`config.mk`:
```
export PLATFORM = sky130hd
export DESIGN_NAME = rx_framer
export DESIGN_NICKNAME = d
export VERILOG_FILES = /design/src/rtl/rxf_pkg.sv /design/src/rtl/rxf_baud.sv /design/src/rtl/rxf_deframe.sv /design/src/rtl/rxf_fifo.sv /design/src/rtl/rx_framer.sv
export SDC_FILE = /design/constraint.sdc
export NUM_CORES = 1
export LEC_CHECK = 0
export BUFFER_PORTS_ARGS = -buffer_cell sky130_fd_sc_hd__buf_2
export CAP_MARGIN = 20
export CORE_ASPECT_RATIO = 0.8
export CORE_UTILIZATION = 45
export CTS_BUF_LIST = sky130_fd_sc_hd__clkbuf_4 sky130_fd_sc_hd__clkbuf_8
export DETAILED_ROUTE_END_ITERATION = 8
export PLACE_DENSITY = 0.66
export SLEW_MARGIN = 20
export SYNTH_ARGS = -nofsm -noshare
export SYNTH_HDL_FRONTEND = slang
export SYNTH_SLANG_ARGS = --single-unit
```
`constraint.sdc`:
```
create_clock -name clk_i -period 2.75 [get_ports clk_i]
set_clock_uncertainty 0.1 [all_clocks]
set_input_delay 0.1375 -clock clk_i [delete_from_list [all_inputs] [get_ports clk_i]]
set_output_delay 0.1375 -clock clk_i [all_outputs]
set_load 0.005 [all_outputs]
```
`src/rtl/rxf_pkg.sv`:
```
package rxf_pkg;
  typedef struct packed {
    logic       brk;
    logic       frm;
    logic       par;
    logic [7:0] data;
  } rx_entry_t;

  typedef enum logic [2:0] {
    ST_IDLE, ST_START, ST_DATA, ST_PAR, ST_STOP, ST_WAITHI
  } rx_state_e;
endpackage

```
`src/rtl/rxf_baud.sv`:
```
module rxf_baud #(
  parameter int DIV_W = 16
) (
  input  logic             clk_i,
  input  logic             rst_ni,
  input  logic [DIV_W-1:0] div_i,
  output logic             tick_o
);
  logic [DIV_W-1:0] cnt_q;

  assign tick_o = (div_i != '0) && (cnt_q == '0);

  always_ff @(posedge clk_i or negedge rst_ni) begin
    if (!rst_ni)              cnt_q <= '0;
    else if (div_i == '0)     cnt_q <= '0;
    else if (cnt_q == '0)     cnt_q <= div_i - DIV_W'(1);
    else if (cnt_q >= div_i)  cnt_q <= div_i - DIV_W'(1);
    else                      cnt_q <= cnt_q - DIV_W'(1);
  end

  // consecutive enables are spaced by the divisor
  p_tick_spacing_r1: assert property (@(posedge clk_i) disable iff (!rst_ni)
    tick_o && (div_i > DIV_W'(1)) && $stable(div_i) |=> !tick_o);
endmodule

```
`src/rtl/rxf_deframe.sv`:
```
module rxf_deframe
  import rxf_pkg::*;
(
  input  logic      clk_i,
  input  logic      rst_ni,
  input  logic      tick_i,
  input  logic      rx_i,
  input  logic [1:0] char_len_i,
  input  logic      parity_en_i,
  input  logic      parity_odd_i,
  output logic      push_o,
  output rx_entry_t entry_o
);
  logic [1:0] sync_q;
  logic       rxs;
  rx_state_e  state_q;
  logic [3:0] sub_q;
  logic [2:0] idx_q;
  logic [7:0] sh_q;
  logic       zero_q;
  logic       par_q;
  logic [3:0] nbits;
  logic       smp, bend, last_bit;

  assign rxs      = sync_q[1];
  assign nbits    = {2'b00, char_len_i} + 4'd5;
  assign smp      = tick_i && (sub_q == 4'd7);
  assign bend     = tick_i && (sub_q == 4'd15);
  assign last_bit = ({1'b0, idx_q} == nbits - 4'd1);

  always_ff @(posedge clk_i or negedge rst_ni) begin
    if (!rst_ni) sync_q <= 2'b11;
    else         sync_q <= {sync_q[0], rx_i};
  end

  always_ff @(posedge clk_i or negedge rst_ni) begin
    if (!rst_ni) begin
      state_q <= ST_IDLE;
      sub_q   <= '0;
      idx_q   <= '0;
      sh_q    <= '0;
      zero_q  <= 1'b0;
      par_q   <= 1'b0;
      push_o  <= 1'b0;
      entry_o <= '0;
    end else begin
      push_o <= 1'b0;
      if (tick_i && state_q != ST_IDLE) sub_q <= sub_q + 4'd1;
      unique case (state_q)
        ST_IDLE: if (tick_i && !rxs) begin
          state_q <= ST_START;
          sub_q   <= '0;
          sh_q    <= '0;
          zero_q  <= 1'b1;
          par_q   <= 1'b0;
        end
        ST_START: begin
          if (smp && rxs) state_q <= ST_IDLE;  // false start
          else if (bend) begin
            state_q <= ST_DATA;
            idx_q   <= '0;
          end
        end
        ST_DATA: begin
          if (smp) begin
            sh_q[idx_q] <= rxs;
            if (rxs) zero_q <= 1'b0;
          end
          if (bend) begin
            if (last_bit) state_q <= parity_en_i ? ST_PAR : ST_STOP;
            else          idx_q   <= idx_q + 3'd1;
          end
        end
        ST_PAR: begin
          if (smp) begin
            par_q <= rxs;
            if (rxs) zero_q <= 1'b0;
          end
          if (bend) state_q <= ST_STOP;
        end
        ST_STOP: if (smp) begin
          push_o       <= 1'b1;
          entry_o.data <= sh_q;
          entry_o.frm  <= !rxs;
          entry_o.brk  <= zero_q && !rxs;
          entry_o.par  <= parity_en_i && (par_q ^ (^sh_q) ^ parity_odd_i);
          state_q      <= rxs ? ST_IDLE : ST_WAITHI;
        end
        ST_WAITHI: if (rxs) state_q <= ST_IDLE;
        default: state_q <= ST_IDLE;
      endcase
    end
  end

  // the bit index never passes the configured length
  p_idx_bound_r3: assert property (@(posedge clk_i) disable iff (!rst_ni)
    state_q == ST_DATA |-> {1'b0, idx_q} < nbits);
  // a character is only emitted from the stop-bit sample
  p_push_from_stop_r5: assert property (@(posedge clk_i) disable iff (!rst_ni)
    push_o |-> $past(state_q) == ST_STOP);
  // a break character always carries a framing error
  p_brk_frm_r6: assert property (@(posedge clk_i) disable iff (!rst_ni)
    push_o && entry_o.brk |-> entry_o.frm && entry_o.data == 8'h00);
endmodule

```
`src/rtl/rxf_fifo.sv`:
```
module rxf_fifo
  import rxf_pkg::*;
#(
  parameter int DEPTH = 16,
  localparam int AW = $clog2(DEPTH),
  localparam int CW = AW + 1
) (
  input  logic          clk_i,
  input  logic          rst_ni,
  input  logic          push_i,
  input  rx_entry_t     wdata_i,
  input  logic          pop_i,
  output rx_entry_t     head_o,
  output logic [CW-1:0] count_o,
  output logic          ovf_o
);
  rx_entry_t     mem_q [DEPTH];
  logic [AW-1:0] wp_q, rp_q;
  logic          full, empty, do_push, do_pop;

  assign full    = (count_o == CW'(DEPTH));
  assign empty   = (count_o == '0);
  assign do_push = push_i && !full;
  assign do_pop  = pop_i && !empty;
  assign ovf_o   = push_i && full;
  assign head_o  = mem_q[rp_q];

  function automatic logic [AW-1:0] nxt(input logic [AW-1:0] p);
    return (p == AW'(DEPTH - 1)) ? '0 : p + AW'(1);
  endfunction

  always_ff @(posedge clk_i) begin
    if (do_push) mem_q[wp_q] <= wdata_i;
  end

  always_ff @(posedge clk_i or negedge rst_ni) begin
    if (!rst_ni) begin
      wp_q    <= '0;
      rp_q    <= '0;
      count_o <= '0;
    end else begin
      if (do_push) wp_q <= nxt(wp_q);
      if (do_pop)  rp_q <= nxt(rp_q);
      count_o <= count_o + CW'(do_push) - CW'(do_pop);
    end
  end

  p_no_overflow_r7: assert property (@(posedge clk_i) disable iff (!rst_ni)
    count_o <= CW'(DEPTH));
  p_pop_empty_r7: assert property (@(posedge clk_i) disable iff (!rst_ni)
    pop_i && empty && !push_i |=> count_o == '0);
endmodule

```
`src/rtl/rx_framer.sv`:
```
module rx_framer
  import rxf_pkg::*;
#(
  parameter int DIV_W    = 16,
  parameter int DEPTH    = 16,
  parameter int TO_CHARS = 4,
  localparam int CW   = $clog2(DEPTH) + 1,
  localparam int TO_W = $clog2(TO_CHARS * 16 * 11 + 1)
) (
  input  logic             clk_i,
  input  logic             rst_ni,
  input  logic [DIV_W-1:0] divisor_i,
  input  logic [1:0]       char_len_i,
  input  logic             parity_en_i,
  input  logic             parity_odd_i,
  input  logic [1:0]       trig_sel_i,
  input  logic             flow_en_i,
  input  logic             rx_i,
  input  logic             rd_i,
  input  logic             status_rd_i,
  output logic [7:0]       data_o,
  output logic             par_err_o,
  output logic             frm_err_o,
  output logic             brk_o,
  output logic             empty_o,
  output logic [CW-1:0]    level_o,
  output logic             overrun_o,
  output logic             req_o,
  output logic             timeout_o,
  output logic             rts_o
);
  logic            tick, push, ovf, at_trig;
  rx_entry_t       entry, head;
  logic [CW-1:0]   trig_lvl;
  logic [3:0]      frame_bits;
  logic [TO_W-1:0] to_lim, to_cnt_q;

  rxf_baud #(.DIV_W(DIV_W)) u_baud (
    .clk_i(clk_i), .rst_ni(rst_ni), .div_i(divisor_i), .tick_o(tick)
  );

  rxf_deframe u_deframe (
    .clk_i(clk_i), .rst_ni(rst_ni), .tick_i(tick), .rx_i(rx_i),
    .char_len_i(char_len_i), .parity_en_i(parity_en_i),
    .parity_odd_i(parity_odd_i), .push_o(push), .entry_o(entry)
  );

  rxf_fifo #(.DEPTH(DEPTH)) u_fifo (
    .clk_i(clk_i), .rst_ni(rst_ni), .push_i(push), .wdata_i(entry),
    .pop_i(rd_i), .head_o(head), .count_o(level_o), .ovf_o(ovf)
  );

  assign data_o    = head.data;
  assign par_err_o = head.par;
  assign frm_err_o = head.frm;
  assign brk_o     = head.brk;
  assign empty_o   = (level_o == '0);

  always_comb begin
    unique case (trig_sel_i)
      2'd0:    trig_lvl = CW'(1);
      2'd1:    trig_lvl = CW'(4);
      2'd2:    trig_lvl = CW'(8);
      default: trig_lvl = CW'(14);
    endcase
  end

  assign at_trig = (level_o >= trig_lvl);
  assign rts_o   = !(flow_en_i && at_trig);
  assign req_o   = at_trig || timeout_o;

  always_ff @(posedge clk_i or negedge rst_ni) begin
    if (!rst_ni)          overrun_o <= 1'b0;
    else if (ovf)         overrun_o <= 1'b1;
    else if (status_rd_i) overrun_o <= 1'b0;
  end

  // quiet-period limit in sub-bit enables
  assign frame_bits = {2'b00, char_len_i} + 4'd7 + {3'b000, parity_en_i};
  assign to_lim     = TO_W'(TO_CHARS * 16) * TO_W'(frame_bits);

  always_ff @(posedge clk_i or negedge rst_ni) begin
    if (!rst_ni) to_cnt_q <= '0;
    else if (empty_o || push || (rd_i && !empty_o)) to_cnt_q <= '0;
    else if (tick && to_cnt_q < to_lim) to_cnt_q <= to_cnt_q + TO_W'(1);
  end

  assign timeout_o = !empty_o && (to_cnt_q >= to_lim);

  p_ovr_set_r8: assert property (@(posedge clk_i) disable iff (!rst_ni)
    ovf |=> overrun_o);
  p_to_clr_r11: assert property (@(posedge clk_i) disable iff (!rst_ni)
    rd_i && level_o == CW'(1) && !push |=> !timeout_o);
endmodule

```
Yosys cells after proc, flatten, opt, wreduce, memory -nomap -nowiden:

Memory sizes are Yosys's and may differ from the RTL's.
Cells that the tools add are included.

* magnitude comparators: 6
* equal/unequal tests: 27
* bitwise gates (word level): 2
* multiplexer cells: 46
* reduce and logical (&&, ||, !) cells: 43
* add/subtract/negate cells: 13

Operators with widths (number)
* $mux 16: 3
* $mux 3: 14
* $logic_not 16->1: 2
* $sub 16x1->16 const B: 2
* $ne 2x1->1 const B: 11
* $mux 10: 2
* $mux 4: 5
* $pmux 3 s6: 1
* $ge 16x16->1: 1
* $mux 8: 2
* $pmux 8 s2: 1
* $reduce_bool 16->1: 1
* $logic_and 1x1->1: 15
* $add 4x1->4 const B: 3
* $eq 4x4->1 const B: 3
* $mux 1: 12
* $pmux 4 s3: 1
* $reduce_bool 2->1: 6
* $add 10x1->10 const B: 1
* $ge 10x10->1: 1
* $lt 10x10->1: 1
* $add 2x3->4 const B: 2
* $bwmux 8: 1
* $reduce_xor 8->1: 1
* 34 further kinds: 45

* output and inout port bits: 21
* memories kept: 1
* logic and storage cells: 156
* input bits: 28
* flip-flop bits (word level): 74
* memory bits (writable): 176

Memory list
* u_fifo.mem_q: words 16, width 11, read ports 1, clocked after Yosys merged registers in 0, wr ports 1, RTL line rxf_fifo.sv:17 `rx_entry_t mem_q [DEPTH];`

Longest topological paths before layout:

* depth in word-level cells: 7
* gate-level depth with buffers: 13

Modules after synthesis:

A second synthesis with hierarchy kept.

* cell total of the unflattened synthesis: 883
* area total of the unflattened synthesis: 12046.6 um^2

Modules (own cells, without submodules)
* rxf_fifo: cells each 391, sequential area each 5610.4 um^2, area an instance 7597.3 um^2, times used 1
* rxf_baud: cells each 212, sequential area each 400.4 um^2, area an instance 1786.7 um^2, times used 1
* rxf_deframe: cells each 177, sequential area each 853.3 um^2, area an instance 1766.7 um^2, times used 1
* rx_framer: cells each 103, sequential area each 275.3 um^2, area an instance 895.9 um^2, times used 1

Worst setup path before layout:

Ideal clock, no wire load.

* kind: flip-flop to flip-flop
* start point: reg u_fifo.count_o[3]
* end point: reg u_fifo.count_o[4]
* path buffers: 1
* library setup time: 0.123 ns
* cell stages (with the launch flop): 14
* slack: -0.100 ns
* data arrival time: 2.627 ns
* data required time: 2.527 ns
* path through: dfrtp_1 > inv_1 > ha_1 > nor4b_1 > nor2b_1 > clkbuf_1 > ha_1 > inv_1 > ha_1 > fa_1 > a21oi_1 > nor2_1 > nor2_1 > xnor2_1

* elaborated cells between the ends (all ways): 8

RTL lines
* start, declared: RTL line rxf_fifo.sv:14 `output logic [CW-1:0] count_o,`
* start signal, assigned: RTL line rxf_fifo.sv:44 `count_o <= count_o + CW'(do_push) - CW'(do_pop);`
* $logic_not 5->1
* via empty_o: RTL line rx_framer.sv:25 `output logic empty_o,`
* $logic_not 1->1: RTL line rxf_fifo.sv:24 `assign do_pop = pop_i && !empty;`
* $logic_and 1x1->1: RTL line rxf_fifo.sv:24
* via u_fifo.do_pop: RTL line rxf_fifo.sv:19 `logic full, empty, do_push, do_pop;`
* $sub 5x1->5: RTL line rxf_fifo.sv:44

The timed path passes the listed nets, and every way through them passes these cells.
A chain may end at the register's enable or synchronous reset.

Worst setup path after layout:

* start point: reg u_fifo.rp_q[0]
* end point: out data_o[6]

* longest elaborated chain between the ends: 1

RTL lines
* start, declared: RTL line rxf_fifo.sv:18 `logic [AW-1:0] wp_q, rp_q;`
* start signal, assigned: RTL line rxf_fifo.sv:43 `if (do_pop) rp_q <= nxt(rp_q);`
* $mem_v2 16x11
* end, declared: RTL line rx_framer.sv:21 `output logic [7:0] data_o,`

Every way passes these cells.

==> impl_metrics.csv <==
group,metric,value,unit
status,status,"complete, no violations",
logic_synthesis,syn_avg_cell_area,14.6,um^2
power,power_leakage,4.68,nW
clocking,cts.clk_slew.worst_paths,0.06,ns
placed_design,dpl_worst_slack,0.162,ns
worst_setup_path,slowest_stage,"mux4_2",
floorplan,start_util,45.9,%
floorplan,rows,52,
worst_setup_path,reg2reg_from,"u_baud.cnt_q[6]",
timing,slew_viol_final,0,
route,ant_nets,0,
route,drt_iter0_drc,471,
logic_synthesis,ys.flop_type,"edfxtp_1",
logic_synthesis,synth_top_area_cell,"edfxtp_1",
power,total_power,10.1,mW
logic_synthesis,synth_most_common_cell,"edfxtp_1",
placed_design,place_hpwl,16000,um
route,firstDrtPassIters,5,
worst_setup_path,worstSetupStartpoint,"u_fifo.rp_q[0]",
grt,antenna_found_initial,0,
clocking,clk_latency,0.53,ns
worst_setup_path,end_kind,"primary output",
cells_and_area,layout-area-overhead-vs-synth,16.9,%
worst_setup_path,crit_cells,5,
worst_setup_path,r2r_cells,8,
grt,grt_overflow_total,0,
worst_setup_path,r2r_slack,0.14,ns
route,wire_per_inst,19.4,um
logic_synthesis,ys_async_sr_fraction,29.6,%
placed_design,place_area,0.0126,mm^2
worst_setup_path,setup.worst_path.class,"reg -> out",
hold_path,whs_endpoint,"u_baud.cnt_q[4]",
logic_synthesis,yosysTopAreaCellShare,45.3,%
logic_synthesis,yosys-top-cells-count,"edfxtp_1 (176), dfrtp_1 (72), mux4_2 (55), nor2_1 (48), inv_1 (46)",
timing,relSlewSlack,46.0,%
timing,worst_slack,0.0791,ns
worst_setup_path,crit_top_cell,"mux4_2",
worst_setup_path,start_kind,"flip-flop",
route,routed_wl,24700,um
hold_path,hold_depth,5,
floorplan,die_x,182,um
grt,grt_pass1_wl,39100,um
logic_synthesis,ys_seq_elements,250,
clocking,cts_buffer_depth,3,
floorplan,die_y,146,um
logic_synthesis,synth_cell_type_count,62,
power,powerDensity,741,mW/mm^2
worst_setup_path,required,2.51,ns
timing,fin_crit_sh,97.1,%
cells_and_area,drive_gt1_share,26.6,%
logic_synthesis,synth_seq_area_share,61.2,%
route,vias,7022,
floorplan,ios,49,
logic_synthesis,syn-num-nets,871,
logic_synthesis,synthTopCellsByArea,"edfxtp_1 (45%), dfrtp_1 (15%), mux4_2 (11%)",
timing,fmax,0.374,GHz
flow_run,maxCapViolCount,0,
floorplan,die_area,0.0266,mm^2
route,via_per_inst,5.50,
worst_setup_path,crit_buf_inv,3,
cells_and_area,diodes,0,
worst_setup_path,crit_arrival,2.43,ns
timing,rsz0062_at_grt,"false",
timing,finalSetupTns,0,ns
hold_path,hold_start,"divisor_i[4]",
clocking,cts_tree,"done",
clocking,numCtsBuffers,41,
grt,grt_pass1_vias,7142,
timing,tightest_slew,0.810,ns
logic_synthesis,syn_inst,798,
hold_path,hold_path.class,"in -> reg",
cells_and_area,nNetsFinal,996,
floorplan,core_area,0.0254,mm^2
logic_synthesis,synth_edf_count,176,
logic_synthesis,ys.warnings.count,0,
worst_setup_path,cp_top_family,"multiplexers",
timing,post-route-min-period,2.67,ns
worst_setup_path,crit_path_max_incr_delay,0.53,ns
logic_synthesis,synth_area,0.0117,mm^2
power,ir_drop,0.410,mV
cells_and_area,fin_area,0.0136,mm^2
route,drc,0,
worst_setup_path,timing.rr.end,"u_deframe.par_q",
clocking,cts.sinks,250,
timing,finalHoldViolCount,0,
grt,grt_usage,19.1,%
worst_setup_path,path_cells,"buf_4, buf_16, mux4_2, mux4_2, buf_2",
grt,grt_max_degree,61,
timing,setup_violations,0,
worst_setup_path,path_max_fanout,13,
placed_design,port_buffers,48,
clocking,root_buffer,"clkbuf_8",
placed_design,gp_congestion,0.843,
clocking,cts_max_level,2,
layer usage:
metal / up-vias / GRT usage [%] / share of wire (%)
li1: 3297 / - / -
met3: 37 / 3.30 / 5.5
met1: 3523 / 27.7 / 46
met4: 0 / 4.75 / 1.5
met5: - / 0 / 0
met2: 165 / 30.0 / 47
worst reg2reg max path, stage by stage (launching register included):
cell     delay [ns]
dfrtp_1        0.44
or4_4          0.58
nor3_2         0.14
nand3_1        0.15
buf_4          0.28
nor3_1         0.35
buf_4          0.21
a31oi_1        0.04
a22o_1         0.20
cell type report:
class	instances	area, um^2
fillers	2106	11700
inverters	46	173
multi-input cells	466	4220
clock inverters	16	118
clock buffers	56	689
repair buffers	118	880
well taps	324	405
flip-flops and latches	250	7140
flip-flops by register name (all words and copies together), names as in the netlist:
signal             cells
overrun_o              1
to_cnt_q              10
u_baud.cnt_q          16
u_deframe.entry_o     11
u_deframe.idx_q        3
u_deframe.par_q        1
u_deframe.push_o       1
u_deframe.sh_q         8
u_deframe.state_q      3
u_deframe.sub_q        4
u_deframe.sync_q       2
u_deframe.zero_q       1
u_fifo.count_o         5
u_fifo.mem_q         176
u_fifo.rp_q            4
u_fifo.wp_q            4
cell families after synthesis:
logic type | count (synthesis) | share of synthesized area [%]
AO/OA/AOI/OAI | 98 | 5.34
XOR/XNOR | 50 | 3.76
adder cells (fa/ha/maj) | 45 | 4.89
buffers and inverters | 82 | 2.76
flip-flops | 250 | 61.2
multiplexers | 79 | 12.8
AND/OR/NAND/NOR | 194 | 9.21
layout by cell type, fill, tap and decap left out, types with 15 or more instances in the layout:
| cell | netlist | final |
|---|---|---|
| buf_4 | 0 | 51 |
| inv_1 | 46 | 45 |
| a21oi_1 | 35 | 35 |
| edfxtp_1 | 176 | 176 |
| mux4_2 | 55 | 55 |
| xnor2_1 | 44 | 44 |
| a211oi_1 | 15 | 15 |
| o21ai_0 | 18 | 18 |
| clkbuf_8 | 0 | 44 |
| nand2_1 | 30 | 30 |
| nor2_1 | 48 | 48 |
| ha_1 | 44 | 44 |
| buf_2 | 11 | 47 |
| dfrtp_1 | 72 | 70 |
| dlygate4sd3_1 | 0 | 16 |
metrics by stage:
stage	hold slack (ns)	util, %	instances
CTS	0.00322	53.7	1275
global route	0.0693	53.7	1276
finish	0.0262	53.7	1276
detailed placement	0.144	49.5	1183
floorplan	-0.258	-	798
global placement	0.145	49.5	1183
worst max path at each step:
| stage | endpoint | slack [ns] |
|---|---|---|
| floorplan | u_fifo.count_o[4] | 0.09 |
| global placement | u_deframe.par_q | 0.21 |
| detailed placement | u_deframe.par_q | 0.16 |
| CTS | req_o | 0.007 |
| global route | data_o[2] | 0.0009 |
| finish | data_o[6] | 0.08 |
power by group:
group	switching, mW	internal, mW
sequential	0.330	4.21
clock	1.45	1.74
combinational	1.19	1.19
total	2.97	7.14
repair_timing:
item,CTS,global route
buffers inserted,2,1
endpoints found under the hold margin,73,0
setup endpoints to repair,10,4
hold buffers,16,0
pin swaps,0,2
gates cloned,2,0
gates resized for setup,3,1
Note: power is estimated with default switching activity, not from simulation.
